--- src/rtl/ink_split_pkg.sv ---
package ink_split_pkg;

  localparam int NUM_CH = 3;

  typedef struct packed {
    logic capture;
  } inkCtl_t;

endpackage

--- src/rtl/ink_min2.sv ---
module ink_min2 #(
  parameter int W = 8
) (
  input  logic [W-1:0] aVal,
  input  logic [W-1:0] bVal,
  output logic [W-1:0] minOut
);

  logic aGtB;

  always_comb begin
    aGtB   = (aVal > bVal);
    minOut = aGtB ? bVal : aVal;
  end

  // the chosen operand is one of the two inputs and no larger than either
  always_comb begin
    a_r3_min_bound: assert ((minOut <= aVal) && (minOut <= bVal));
    a_r3_min_pick:  assert ((minOut == aVal) || (minOut == bVal));
  end

endmodule

--- src/rtl/ink_split_ctl.sv ---
module ink_split_ctl
  import ink_split_pkg::*;
(
  input  logic    clk,
  input  logic    rst_n,
  input  logic    inValid,
  output inkCtl_t ctl,
  output logic    outValid
);

  logic armed;

  assign ctl.capture = inValid;

  always_ff @(posedge clk or negedge rst_n) begin
    if (!rst_n) begin
      outValid <= 1'b0;
      armed    <= 1'b0;
    end else begin
      outValid <= inValid;
      armed    <= 1'b1;
    end
  end

  // result strobe trails the input strobe by exactly one cycle
  a_r2_valid_follows: assert property (@(posedge clk) disable iff (!rst_n)
    armed |-> (outValid == $past(inValid)));

endmodule

--- src/rtl/ink_split_dp.sv ---
module ink_split_dp
  import ink_split_pkg::*;
#(
  parameter int W = 8
) (
  input  logic         clk,
  input  logic         rst_n,
  input  inkCtl_t      ctl,
  input  logic         resultValid,
  input  logic [W-1:0] red,
  input  logic [W-1:0] green,
  input  logic [W-1:0] blue,
  output logic [W-1:0] cyanQ,
  output logic [W-1:0] magentaQ,
  output logic [W-1:0] yellowQ,
  output logic [W-1:0] blackQ
);

  localparam logic [W-1:0] FULL = {W{1'b1}};

  logic [W-1:0] rgb    [NUM_CH];
  logic [W-1:0] comp   [NUM_CH];
  logic [W-1:0] chroma [NUM_CH];
  logic [W-1:0] chromaQ[NUM_CH];
  logic [W-1:0] pairMin;
  logic [W-1:0] blackK;

  assign rgb[0] = red;
  assign rgb[1] = green;
  assign rgb[2] = blue;

  // stage 1: invert each channel against full scale
  for (genvar i = 0; i < NUM_CH; i++) begin : g_comp
    assign comp[i] = FULL - rgb[i];
  end

  // stage 2: three-way minimum as a cascade of two pairwise units
  ink_min2 #(.W(W)) u_minFirst (
    .aVal  (comp[0]),
    .bVal  (comp[1]),
    .minOut(pairMin)
  );

  ink_min2 #(.W(W)) u_minSecond (
    .aVal  (pairMin),
    .bVal  (comp[2]),
    .minOut(blackK)
  );

  // stage 3: remove the black share, then register
  for (genvar i = 0; i < NUM_CH; i++) begin : g_chroma
    assign chroma[i] = comp[i] - blackK;

    always_ff @(posedge clk or negedge rst_n) begin
      if (!rst_n)           chromaQ[i] <= '0;
      else if (ctl.capture) chromaQ[i] <= chroma[i];
    end
  end

  always_ff @(posedge clk or negedge rst_n) begin
    if (!rst_n)           blackQ <= '0;
    else if (ctl.capture) blackQ <= blackK;
  end

  assign cyanQ    = chromaQ[0];
  assign magentaQ = chromaQ[1];
  assign yellowQ  = chromaQ[2];

  // the channel that set the black level is left with no chromatic ink
  a_r5_one_zero: assert property (@(posedge clk) disable iff (!rst_n)
    resultValid |-> ((cyanQ == '0) || (magentaQ == '0) || (yellowQ == '0)));

  // chromatic plus black never exceeds full scale
  a_r6_no_underflow: assert property (@(posedge clk) disable iff (!rst_n)
    ({1'b0, cyanQ} + {1'b0, blackQ} <= {1'b0, FULL}) &&
    ({1'b0, magentaQ} + {1'b0, blackQ} <= {1'b0, FULL}) &&
    ({1'b0, yellowQ} + {1'b0, blackQ} <= {1'b0, FULL}));

  // with no pixel accepted the results stay put
  a_r7_hold: assert property (@(posedge clk) disable iff (!rst_n)
    !ctl.capture |=> ($stable(cyanQ) && $stable(magentaQ) &&
                      $stable(yellowQ) && $stable(blackQ)));

endmodule

--- src/rtl/ink_split.sv ---
module ink_split
  import ink_split_pkg::*;
#(
  parameter int W = 8
) (
  input  logic         clk,
  input  logic         rst_n,
  input  logic         inValid,
  input  logic [W-1:0] inRed,
  input  logic [W-1:0] inGreen,
  input  logic [W-1:0] inBlue,
  output logic         outValid,
  output logic [W-1:0] outCyan,
  output logic [W-1:0] outMagenta,
  output logic [W-1:0] outYellow,
  output logic [W-1:0] outBlack
);

  inkCtl_t ctl;

  ink_split_ctl u_ctl (
    .clk     (clk),
    .rst_n   (rst_n),
    .inValid (inValid),
    .ctl     (ctl),
    .outValid(outValid)
  );

  ink_split_dp #(.W(W)) u_dp (
    .clk        (clk),
    .rst_n      (rst_n),
    .ctl        (ctl),
    .resultValid(outValid),
    .red        (inRed),
    .green      (inGreen),
    .blue       (inBlue),
    .cyanQ      (outCyan),
    .magentaQ   (outMagenta),
    .yellowQ    (outYellow),
    .blackQ     (outBlack)
  );

endmodule

--- config.mk ---
export PLATFORM = sky130hd
export DESIGN_NAME = ink_split
export DESIGN_NICKNAME = d
export VERILOG_FILES = /design/src/rtl/ink_split_pkg.sv /design/src/rtl/ink_min2.sv /design/src/rtl/ink_split_ctl.sv /design/src/rtl/ink_split_dp.sv /design/src/rtl/ink_split.sv
export SDC_FILE = /design/constraint.sdc
export NUM_CORES = 1
export LEC_CHECK = 0
export BUFFER_PORTS_ARGS = -buffer_cell sky130_fd_sc_hd__buf_2
export CAP_MARGIN = 20
export CORE_MARGIN = 2
export CORE_UTILIZATION = 45
export CTS_BUF_LIST = sky130_fd_sc_hd__clkbuf_8
export CTS_CLUSTER_DIAMETER = 80
export DETAILED_ROUTE_END_ITERATION = 8
export HOLD_SLACK_MARGIN = 0.15
export PLACE_DENSITY = 0.7
export SYNTH_ARGS = -nofsm -noshare
export SYNTH_HDL_FRONTEND = slang
export SYNTH_SLANG_ARGS = --single-unit
--- constraint.sdc ---
create_clock -name clk -period 1 [get_ports clk]
set_clock_uncertainty 0.05 [all_clocks]
set_input_delay 0.1 -clock clk [delete_from_list [all_inputs] [get_ports clk]]
set_output_delay 0.1 -clock clk [all_outputs]
set_load 0.03 [all_outputs]
==> flow_metrics.env, run 1 <==
export IMPL_power_density_mw_per_mm2=2050
export IMPL_post_route_period_util=4.62
export IMPL_cp_start_kind="primary input"
export IMPL_finalHoldViolCount=0
export IMPL_io_pins=60
export IMPL_dr_pass1_iters=6
export IMPL_maxCapViolCount=0
export IMPL_rsz0062_at_grt="yes"
export IMPL_numPortBuffers=59
export IMPL_cp_max_fo=5
export IMPL_fin_nets=634
export IMPL_drive_above_1_share=0.642
export IMPL_die_area_mm2=0.00765
export IMPL_ys_seq_elements=33
export IMPL_via_per_inst=6.12
export IMPL_cp_data_arrival_time_ns=4.79
export IMPL_slew_viol_final=0
export IMPL_cp_slowest_cell="o21ai_0"
export IMPL_tightest_slew_ns=0.599
export IMPL_utilization=0.903
export IMPL_synth_fp_nets=418
export IMPL_wl_met2_um=7420
export IMPL_cpMostUsedCell="buf_4"
export IMPL_grt_pass1_wl_um=17100
export IMPL_met1_length_um=5430
export IMPL_yosysWarnings=0
export IMPL_synthFlopType="dfrtp_1"
export IMPL_vdd_drop_max_mv=1.56
export IMPL_total_power_mw=12.5
export IMPL_initial_core_util=0.464
export IMPL_yosys_area_share_simple=0.154
export IMPL_cts_buffer_depth=2
export IMPL_grt_overflow=0
export IMPL_synthMuxAreaShare=0.0905
export IMPL_cts_made_buffers=5
export IMPL_drc=0
export IMPL_period_minus_slack_ns=4.62
export IMPL_drt_total_wl_um=14500
export IMPL_required_ns=1.17
export IMPL_p_leak_nw=2.71
export IMPL_worst_setup_path_type="primary input to flop"
export IMPL_gp_congestion=0.866
export IMPL_max_slew_margin=0.596
export IMPL_fmax_mhz=216
export IMPL_areaGrowthSynthToFinish_pct=94.5
export IMPL_endpoint_kind="flop"
export IMPL_dp_final_hpwl_um=7540
export IMPL_synth_compound_area_share=0.226
export IMPL_synthDistinctLibCells=65
export IMPL_h_tree_depth=2
export IMPL_fp_dieW_um=87.5
export IMPL_synth_xor_area_frac=0.0754
export IMPL_setup_violations=42
export IMPL_root_buffer="clkbuf_8"
export IMPL_top_layer_used="met4"
export IMPL_synthCells=362
export IMPL_die_h_um=87.5
export IMPL_syn_avg_cell_area_um2=8.67
export IMPL_violations="negative setup slack"
export IMPL_routed_wl_met3_um=1010
export IMPL_syn_area_mm2=0.00314
export IMPL_ys_seq_area_frac=0.263
export IMPL_clk_pin_slew_ns=0.08
export IMPL_cts_tree="done"
export IMPL_synth_edf_count=0
export IMPL_drtIter0Drc=431
export IMPL_clk_latency_ns=0.29
export IMPL_core_area_mm2=0.00676
export IMPL_fin_ws_ns=-3.62
export IMPL_status="finished, violations left"
export IMPL_std_cell_rows=30
export IMPL_clock_sinks=33
export IMPL_max_stage_delay_ns=0.36
export IMPL_vias=4029
export IMPL_post_place_ws_ns=-3.74
export IMPL_grt_max_degree=34
export IMPL_synth_async_reset_ratio=1.00
export IMPL_ant_nets=0
export IMPL_grt_pass1_vias=3631
export IMPL_wire_per_inst_um=22.0
export IMPL_synth_top_family_by_area="compound AO/OA/AOI/OAI gates"
export IMPL_min_path_type="primary input to flop"
export IMPL_insertedDiodeCount=0
export IMPL_grt_usage=0.283
export IMPL_antenna_found_initial=0
export IMPL_synth_adder_area_share=0.126
layout by cell type, fill, tap and decap left out, drive strengths merged, types with 8 or more instances in the layout:
| cell type | instances |
|---|---|
| nor2 | 29 |
| nand2 | 20 |
| ha | 29 |
| mux2 | 19 |
| nand3 | 11 |
| inv | 35 |
| clkbuf | 8 |
| a21oi | 30 |
| buf | 220 |
| xnor2 | 24 |
| o21ai | 24 |
| dfrtp | 33 |
layer usage:
metal,global-route usage,vias to the layer above
met5,0,-
met4,0.0713,0
met3,0.0360,63
met2,0.541,262
met1,0.327,1957
li1,-,1747
cells in the mapped netlist, types with 2 or more instances:
| library cell | n | area, um2 |
|---|---|---|
| a211o_1 | 2 | 17.5 |
| a21o_1 | 3 | 22.5 |
| a21oi_1 | 27 | 135 |
| a21oi_2 | 2 | 17.5 |
| a221o_1 | 2 | 20.0 |
| a31oi_1 | 7 | 43.8 |
| and2_1 | 6 | 37.5 |
| buf_1 | 4 | 15.0 |
| buf_2 | 2 | 10.0 |
| buf_6 | 2 | 22.5 |
| clkbuf_1 | 6 | 22.5 |
| dfrtp_1 | 33 | 826 |
| ha_1 | 29 | 363 |
| inv_1 | 34 | 128 |
| maj3_1 | 2 | 20.0 |
| mux2_2 | 19 | 214 |
| mux2i_1 | 7 | 70.1 |
| nand2_1 | 20 | 75.1 |
| nand2b_1 | 4 | 25.0 |
| nand3_1 | 10 | 50.1 |
| nand3b_1 | 3 | 22.5 |
| nand4_1 | 5 | 31.3 |
| nor2_1 | 28 | 105 |
| nor2b_1 | 2 | 12.5 |
| nor3_1 | 3 | 15.0 |
| o2111ai_1 | 3 | 26.3 |
| o211ai_1 | 4 | 30.0 |
| o21ai_0 | 22 | 110 |
| o221ai_1 | 2 | 17.5 |
| o22ai_1 | 3 | 18.8 |
| o311ai_0 | 5 | 43.8 |
| o31ai_1 | 3 | 22.5 |
| xnor2_1 | 24 | 210 |
| xor2_1 | 3 | 26.3 |
sequential cells by signal, summed over array words and instances, names as in the netlist:
register,count
u_ctl.outValid,1
u_dp.blackQ,8
u_dp.cyanQ,8
u_dp.magentaQ,8
u_dp.yellowQ,8
worst paths after layout:
check | cells past startpoint | startpoint | slack, ns | endpoint
min | 4 | inGreen[0] | 0.17 | u_dp.magentaQ[0]$_DFFE_PN0P_
min reg2reg | 2 | u_dp.yellowQ[2]$_DFFE_PN0P_ | 0.46 | u_dp.yellowQ[2]$_DFFE_PN0P_
max | 25 | inRed[2] | -3.62 | u_dp.cyanQ[6]$_DFFE_PN0P_
min in group asynchronous | 3 | rst_n | 0.24 | u_dp.blackQ[5]$_DFFE_PN0P_
max in group asynchronous | 3 | rst_n | 0.46 | u_dp.magentaQ[3]$_DFFE_PN0P_
max reg2reg | 3 | u_dp.yellowQ[7]$_DFFE_PN0P_ | -0.08 | u_dp.yellowQ[7]$_DFFE_PN0P_
logic make-up (layout without fill, tap and decap cells):
| logic type | Yosys count | count (layout) |
|---|---|---|
| and+or+nand+nor | 93 | 93 |
| adders and majority gates | 32 | 32 |
| muxes | 26 | 26 |
| AOI/OAI and AO/OA | 102 | 102 |
| buffers and inverters | 49 | 265 |
| xor gates and xnor gates | 27 | 27 |
| DFF | 33 | 33 |
metrics by stage:
step | TNS [ns] | cell area (um2) | hold slack [ns] | instances
after floorplan | -91.36 | 3430 | -0.246 | 362
after global placement | -98.02 | 4580 | 0.0229 | 599
after detailed placement | -100.72 | 4580 | 0.0281 | 599
after CTS | -82.53 | 5340 | 0.161 | 633
after global routing | -98.21 | 6100 | 0.179 | 658
final | -94.85 | 6100 | 0.169 | 658
power by group:
part | switching [mW] | internal, mW
clock | 0.540 | 0.537
combinational | 4.48 | 4.67
sequential | 0.438 | 1.86
total | 5.46 | 7.06
final cells by class:
class	instances	area, um2
Inverter	34	160
Clock inverter	1	3.75
Fill cell	259	657
Clock buffer	6	82.6
Timing Repair Buffer	224	1970
Multi-Input combinational cell	280	2960
Sequential cell	33	826
Tap cell	80	100
what timing repair did:
item / in CTS / in global routing
gates resized for setup: 113 / 139
buffers inserted: 26 / 29
setup endpoints to repair: 46 / 63
hold buffers: 2 / 0
pin swaps: 56 / 46
cloned: 0 / 2
hold endpoints to repair: 34 / 0
critical path: cells and delay by family:
kind / cells / cell delay, ns
adder cells (fa/ha/maj): 3 / 0.75
AO/OA/AOI/OAI: 5 / 1.09
AND/OR/NAND/NOR: 9 / 1.76
buffers and inverters: 7 / 0.77
multiplexers: 1 / 0.34
(Power assumes the default switching activity.)
==> run 2: changes to the inputs <==
- CELL_PAD_IN_SITES_DETAIL_PLACEMENT: default -> 1
- CELL_PAD_IN_SITES_GLOBAL_PLACEMENT: default -> 1
- CORE_UTILIZATION: 45 -> 39
- PLACE_DENSITY: 0.7 -> default
- PLACE_DENSITY_LB_ADDON: default -> 0.1
==> run 2 against run 1 <==
  * The run now fails in global routing
  * Synthesized cell count did not move
  * Area after synthesis did not move
==> flow_metrics.env, run 2 <==
export IMPL_status="aborted with a tool error"
export IMPL_haltStage="global routing"
export IMPL_firstError="[ERROR GRT-0232] Routing congestion too high. Check the congestion heatmap in the GUI."
export IMPL_worstEndpointType="sequential cell input"
export IMPL_root_buffer="clkbuf_8"
export IMPL_cts_made_buffers=5
export IMPL_clock_sinks=33
export IMPL_synth_top_area_frac=0.263
export IMPL_syn_area_mm2=0.00314
export IMPL_synthDistinctLibCells=65
export IMPL_synth_fp_nets=418
export IMPL_numPortBuffers=59
export IMPL_synth_async_reset_ratio=1.00
export IMPL_synth_largest_area_cell="dfrtp_1"
export IMPL_initial_core_util=0.404
export IMPL_synth_edf_count=0
export IMPL_yosysWarnings=0
export IMPL_synthCells=362
export IMPL_ys_seq_area_frac=0.263
export IMPL_grt_overflow=125
export IMPL_gp_congestion=0.881
export IMPL_synthFlopType="dfrtp_1"
export IMPL_grt_max_degree=34
export IMPL_antenna_found_initial=1
export IMPL_std_cell_rows=32
export IMPL_cts_buffer_depth=2
export IMPL_h_tree_depth=2
export IMPL_postGrtWorstEndpoint="u_dp.yellowQ[5]$_DFFE_PN0P_/D"
export IMPL_dp_final_hpwl_um=8720
export IMPL_post_place_ws_ns=-3.87
export IMPL_synth_commonest_cells="34 x inv_1, 33 x dfrtp_1, 29 x ha_1, 28 x nor2_1, 27 x a21oi_1"
export IMPL_synth_area_leaders="dfrtp_1 26%, ha_1 12%, mux2_2 6.8%, xnor2_1 6.7%, a21oi_1 4.3%"
export IMPL_die_h_um=93.7
export IMPL_ys_seq_elements=33
export IMPL_syn_avg_cell_area_um2=8.67
export IMPL_synth_most_common_cell="inv_1"
export IMPL_grt_usage=0.776
export IMPL_fp_dieW_um=93.7
export IMPL_io_pins=60
run 2: cell counts after synthesis:
Identical to the previous run, type by type.
run 2: kinds of logic after synthesis:
logic type,synth area share
AOI/OAI and AO/OA,0.226
and+or+nand+nor,0.154
buffers and inverters,0.0654
DFF,0.263
adders and majority gates,0.126
xor gates and xnor gates,0.0754
muxes,0.0905
run 2: repair_timing:
| item | in CTS |
|---|---|
| setup endpoints to repair | 57 |
| pin swaps | 35 |
| buffers inserted | 26 |
| hold buffers | 1 |
| resized for setup | 136 |
| endpoints found under the hold margin | 34 |
run 2: stage by stage:
stage	instances	instance area, um2	setup TNS, ns	utilization
2_1_floorplan	362	3430	-91.36	-
3_3_place_gp	618	4590	-96.02	0.591
3_5_place_dp	618	4590	-102.69	0.591
4_1_cts	652	5460	-86.40	0.703
run 2: layer usage:
layer  overflow  global-route usage
met1          0               0.785
met2         73               0.952
met3          0               0.539
met4         52               0.884
met5          0              0.0769
==> run 3: changes to the inputs <==
- CELL_PAD_IN_SITES_DETAIL_PLACEMENT: 1 -> default
- CELL_PAD_IN_SITES_GLOBAL_PLACEMENT: 1 -> default
- CORE_UTILIZATION: 39 -> 30
- CTS_BUF_LIST: sky130_fd_sc_hd__clkbuf_8 -> default
- CTS_CLUSTER_DIAMETER: 80 -> default
- HOLD_SLACK_MARGIN: 0.15 -> default
- PLACE_DENSITY_LB_ADDON: 0.1 -> 0.15
- clock period: 1 -> 1.3 ns (I/O delays scaled with it)
==> run 3 against run 2 <==
  * The flow now finishes, with violations (negative setup slack)
==> flow_metrics.env, run 3 (synthesis gave the netlist of run 1 again) <==
export IMPL_status="finished, violations left"
export IMPL_violations="negative setup slack"
export IMPL_instances_no_fill=681
export IMPL_max_slew_margin=0.686
export IMPL_io_pins=60
export IMPL_clk_latency_ns=0.29
export IMPL_cts_buffer_depth=2
export IMPL_drt_total_wl_um=10500
export IMPL_grt_usage=0.191
export IMPL_p_leak_nw=2.41
export IMPL_initial_core_util=0.307
export IMPL_die_h_um=106
export IMPL_grt_pass1_vias=3593
export IMPL_fin_ws_ns=-2.99
export IMPL_clk_pin_slew_ns=0.09
export IMPL_clock_power_share=0.104
export IMPL_insertedDiodeCount=0
export IMPL_min_delay_start="inValid"
export IMPL_die_area_mm2=0.0113
export IMPL_endpoint_kind="flop"
export IMPL_grt_pass1_wl_um=17200
export IMPL_cp_start_kind="primary input"
export IMPL_cp_data_arrival_time_ns=4.42
export IMPL_pwr_share_comb=0.692
export IMPL_path_cells="buf_12 -> inv_12 -> ha_4 -> nor2b_4 -> o211ai_1 -> buf_4 -> a211o_4 -> buf_6 -> a21oi_4 -> nor2_2 -> ha_1 -> nand4_1 -> nand2b_4 -> a21o_1 -> and2_4 -> mux2i_4 -> buf_6 -> ha_4 -> maj3_2 -> a221o_2 -> o2111ai_2 -> a41oi_2 -> xnor2_1 -> mux2_4"
export IMPL_placedCellCount=653
export IMPL_drive_above_1_share=0.596
export IMPL_grt_overflow=0
export IMPL_hold_end="u_ctl.outValid$_DFF_PN0_"
export IMPL_std_cell_rows=37
export IMPL_min_path_cells=2
export IMPL_period_minus_slack_ns=4.29
export IMPL_p_int_mw=4.44
export IMPL_layout_commonest_cell="buf_4"
export IMPL_p_switching_mw=3.51
export IMPL_fin_nets=600
export IMPL_min_path_type="primary input to flop"
export IMPL_worst_setup_path_type="primary input to flop"
export IMPL_areaGrowthSynthToFinish_pct=75.0
export IMPL_tightest_slew_ns=0.469
export IMPL_vdd_drop_max_mv=0.790
export IMPL_h_tree_depth=2
export IMPL_cp_slowest_cell="a221o_2"
export IMPL_finalHoldViolCount=0
export IMPL_maxCapViolCount=0
export IMPL_total_power_mw=7.95
export IMPL_cts_tree="done"
export IMPL_wire_per_inst_um=15.5
export IMPL_dr_pass1_iters=4
export IMPL_drc=0
export IMPL_gp_congestion=0.855
export IMPL_fp_dieW_um=106
export IMPL_ant_nets=0
export IMPL_rsz0062_at_grt="yes"
export IMPL_cts_made_buffers=5
export IMPL_vias=3422
export IMPL_max_stage_delay_ns=0.42
export IMPL_root_buffer="clkbuf_8"
export IMPL_rr_worst_depth=3
export IMPL_seqPwrFrac=0.204
export IMPL_via_per_inst=5.02
export IMPL_fmax_mhz=233
export IMPL_setup_violations=32
export IMPL_tns_ns=-77.35
export IMPL_whs_ns=0.152
export IMPL_timing_rr_end="u_dp.yellowQ[7]$_DFFE_PN0P_"
export IMPL_antenna_found_initial=0
export IMPL_core_area_mm2=0.0102
export IMPL_ff2ff_setup_slack_ns=0.25
export IMPL_required_ns=1.44
export IMPL_numPortBuffers=59
export IMPL_reg2reg_from="u_dp.yellowQ[7]$_DFFE_PN0P_"
export IMPL_most_common_layout_cells="111 x buf_4, 52 x buf_2, 33 x dfrtp_1"
export IMPL_clock_sinks=33
export IMPL_power_density_mw_per_mm2=1450
export IMPL_cp_max_fo=5
export IMPL_swShare=0.441
export IMPL_slew_viol_final=0
export IMPL_drtIter0Drc=121
export IMPL_post_route_period_util=3.30
export IMPL_dp_final_hpwl_um=7760
export IMPL_grt_max_degree=37
==> run 3: through the flow <==
step / worst slack, ns / utilization / area, um2
2_1_floorplan: -3.25 / - / 3430
3_3_place_gp: -3.44 / 0.456 / 4660
3_5_place_dp: -3.58 / 0.456 / 4660
4_1_cts: -2.84 / 0.508 / 5200
5_1_grt: -3.11 / 0.537 / 5490
6_report: -2.99 / 0.537 / 5490
==> run 3: what timing repair did <==
item,in CTS,in global routing
hold endpoints to repair,13,0
pin swaps,27,40
setup endpoints to repair,32,32
hold buffers,1,0
gates resized for setup,83,44
buffers inserted,8,11
cloned,1,0
==> run 3: area by class of cell <==
| cell class | instances | area (um2) |
|---|---|---|
| Clock inverter | 3 | 17.5 |
| Fill cell | 916 | 4740 |
| Clock buffer | 5 | 68.8 |
| Timing Repair Buffer | 190 | 1460 |
| Sequential cell | 33 | 826 |
| Multi-Input combinational cell | 280 | 2790 |
| Inverter | 34 | 160 |
| Tap cell | 136 | 170 |
==> run 3: power by group through the flow <==
stage	registers, mW	clock network, mW	logic (mW)
2_1_floorplan	2.44	0	2.19
3_3_place_gp	1.62	0	4.62
3_5_place_dp	1.64	0	4.66
4_1_cts	1.63	0.850	5.28
5_1_grt	1.68	0.911	5.96
6_report	1.62	0.831	5.50
==> run 3: worst max path at each step <==
stage	end	depth (start not counted)	slack, ns	start
6_report	u_dp.magentaQ[7]$_DFFE_PN0P_	24	-2.99	inRed[1]
5_1_grt	u_dp.magentaQ[7]$_DFFE_PN0P_	24	-3.11	inRed[3]
4_1_cts	u_dp.yellowQ[5]$_DFFE_PN0P_	24	-2.84	inRed[1]
3_5_place_dp	u_dp.yellowQ[7]$_DFFE_PN0P_	24	-3.58	inRed[1]
3_3_place_gp	u_dp.yellowQ[5]$_DFFE_PN0P_	24	-3.44	inRed[1]
2_1_floorplan	u_dp.magentaQ[7]$_DFFE_PN0P_	24	-3.25	inRed[1]
==> run 3: layer usage <==
| layer | vias up | share of wire | track usage |
|---|---|---|---|
| met5 | - | 0 | 0 |
| li1 | 1677 | - | - |
| met3 | 16 | 0.041 | 0.0270 |
| met1 | 1648 | 0.44 | 0.241 |
| met2 | 81 | 0.50 | 0.337 |
| met4 | 0 | 0.021 | 0.0536 |
==> run 3: critical path, delay by kind of cell <==
kind,cells,cell delay [ns]
AOI/OAI and AO/OA,7,1.43
xor gates and xnor gates,1,0.15
adders and majority gates,4,1.05
buffers and inverters,5,0.56
muxes,2,0.47
and+or+nand+nor,5,0.63
==> run 4: changes to the inputs <==
- MAX_ROUTING_LAYER: default -> met4
- SETUP_SLACK_MARGIN: default -> 0.02
==> run 4 against run 3 <==
  * The flow still finishes with violations (negative setup slack)
  * First-iteration DRC count up 2.5%
  * Die area stayed put
  * Global-route usage increased by 0.56 points
  * Maximum frequency hardly changed
  * Clock power hardly changed
  * Via count shrank 0.20%
  * Power hardly changed
  * Wire length is 0.15% lower
  * Sequential share of layout area unchanged
  * Non-clock buffer count unchanged
  * Combinational power about the same
  * Critical path depth shrank 2
  * Largest power group unchanged
  * Highest routed layer unchanged
==> flow_metrics.env, run 4 (synthesis gave the netlist of run 1 again) <==
export IMPL_status="finished, violations left"
export IMPL_violations="negative setup slack"
export IMPL_dr_pass1_iters=4
export IMPL_root_buffer="clkbuf_8"
export IMPL_placedCellCount=653
export IMPL_setup_violations=32
export IMPL_vdd_drop_max_mv=0.789
export IMPL_std_cell_rows=37
export IMPL_wire_per_inst_um=15.4
export IMPL_ant_nets=0
export IMPL_period_minus_slack_ns=4.29
export IMPL_finalHoldViolCount=0
export IMPL_whs_ns=0.153
export IMPL_cts_made_buffers=5
export IMPL_io_pins=60
export IMPL_die_h_um=106
export IMPL_multi_input_comb_area_mm2=0.00279
export IMPL_insertedDiodeCount=0
export IMPL_grt_pass1_vias=3589
export IMPL_fp_dieW_um=106
export IMPL_tns_ns=-77.47
export IMPL_core_area_mm2=0.0102
export IMPL_cp_start_kind="primary input"
export IMPL_nFillCells=916
export IMPL_cp_data_arrival_time_ns=4.43
export IMPL_endpoint_kind="flop"
export IMPL_power_density_mw_per_mm2=1450
export IMPL_drtIter0Drc=124
export IMPL_stdcell_area_mm2=0.00549
export IMPL_initial_core_util=0.307
export IMPL_most_common_layout_cells="111 x buf_4, 52 x buf_2, 33 x dfrtp_1"
export IMPL_layout_commonest_cell="buf_4"
export IMPL_die_area_mm2=0.0113
export IMPL_tightest_slew_ns=0.463
export IMPL_maxCapViolCount=0
export IMPL_numPortBuffers=59
export IMPL_fin_nets=600
export IMPL_fmax_mhz=233
export IMPL_drive_above_1_share=0.596
export IMPL_worst_setup_path_type="primary input to flop"
export IMPL_seqCellArea_um2=826
export IMPL_grt_max_degree=37
export IMPL_cp_max_fo=5
export IMPL_drc=0
export IMPL_slew_viol_final=0
export IMPL_clock_sinks=33
export IMPL_cts_tree="done"
export IMPL_utilization=0.537
export IMPL_drt_total_wl_um=10500
export IMPL_rsz0062_at_grt="yes"
export IMPL_via_per_inst=5.01
export IMPL_areaGrowthSynthToFinish_pct=75.0
export IMPL_cts_buffer_depth=2
export IMPL_antenna_found_initial=0
export IMPL_min_path_type="primary input to flop"
export IMPL_clk_pin_slew_ns=0.08
export IMPL_post_route_period_util=3.30
export IMPL_grt_overflow=0
export IMPL_total_power_mw=7.95
export IMPL_grt_usage=0.196
export IMPL_p_leak_nw=2.41
export IMPL_post_place_ws_ns=-3.58
export IMPL_clk_latency_ns=0.29
export IMPL_dp_final_hpwl_um=7760
export IMPL_required_ns=1.44
export IMPL_vias=3415
export IMPL_h_tree_depth=2
export IMPL_grt_pass1_wl_um=17200
export IMPL_place_area_mm2=0.00466
export IMPL_max_slew_margin=0.690
export IMPL_fin_ws_ns=-2.99
export IMPL_instances_no_fill=681
export IMPL_gp_congestion=0.869
-- run 4: cell counts in the layout (fill, tap and decap cells not counted) --
No cell type changed its count.
-- run 4: final cells by class --
| class | count | area share |
|---|---|---|
| clock buffer | 5 | 0.0125 |
| clock inverter | 3 | 0.00319 |
| inverter | 34 | 0.0292 |
| multi-input combinational | 280 | 0.508 |
| sequential | 33 | 0.150 |
| tap | 136 | 0.0310 |
| timing repair buffer | 190 | 0.265 |
-- run 4: metal layers --
| layer | up-vias | GRT usage | share of wire |
|---|---|---|---|
| met2 | 72 | 0.336 | 0.49 |
| met3 | 16 | 0.0264 | 0.032 |
| li1 | 1675 | - | - |
| met5 | - | - | 0 |
| met4 | 0 | 0.0536 | 0.022 |
| met1 | 1652 | 0.243 | 0.45 |
-- run 4: final timing paths --
check	slack (ns)	to	depth (start not counted)	start
max	-2.99	u_dp.magentaQ[7]$_DFFE_PN0P_	22	inGreen[3]
min	0.15	u_ctl.outValid$_DFF_PN0_	2	inValid
max reg2reg	0.25	u_dp.yellowQ[7]$_DFFE_PN0P_	3	u_dp.yellowQ[7]$_DFFE_PN0P_
min reg2reg	0.46	u_dp.cyanQ[5]$_DFFE_PN0P_	1	u_dp.cyanQ[5]$_DFFE_PN0P_
max in group asynchronous	0.52	u_dp.cyanQ[4]$_DFFE_PN0P_	3	rst_n
min in group asynchronous	0.23	u_dp.yellowQ[7]$_DFFE_PN0P_	2	rst_n
-- run 4: critical path, stage by stage --
cell	delay [ns]
buf_2	0.13
ha_4	0.28
nand4_1	0.17
or2_4	0.29
and2_4	0.18
buf_4	0.17
o21ai_4	0.17
and2_4	0.18
ha_4	0.20
nand4_1	0.21
nand2b_4	0.07
a21o_1	0.17
and2_4	0.17
mux2i_4	0.22
buf_6	0.14
ha_4	0.16
maj3_2	0.31
a221o_2	0.42
o2111ai_2	0.09
a41oi_2	0.16
xnor2_1	0.15
mux2_4	0.25
-- run 4: report_power, final --
group	total (mW)	internal [mW]	switching (mW)
Clock	0.830	0.371	0.459
Combinational	5.50	2.65	2.85
Sequential	1.62	1.42	0.196
-- run 4: timing repair --
item,in CTS,in global routing
setup buffers,8,11
cloned,1,0
hold buffers,1,0
endpoints found under the hold margin,13,0
endpoints found under the setup margin,32,32
gates resized for setup,83,44
pin swaps,27,40
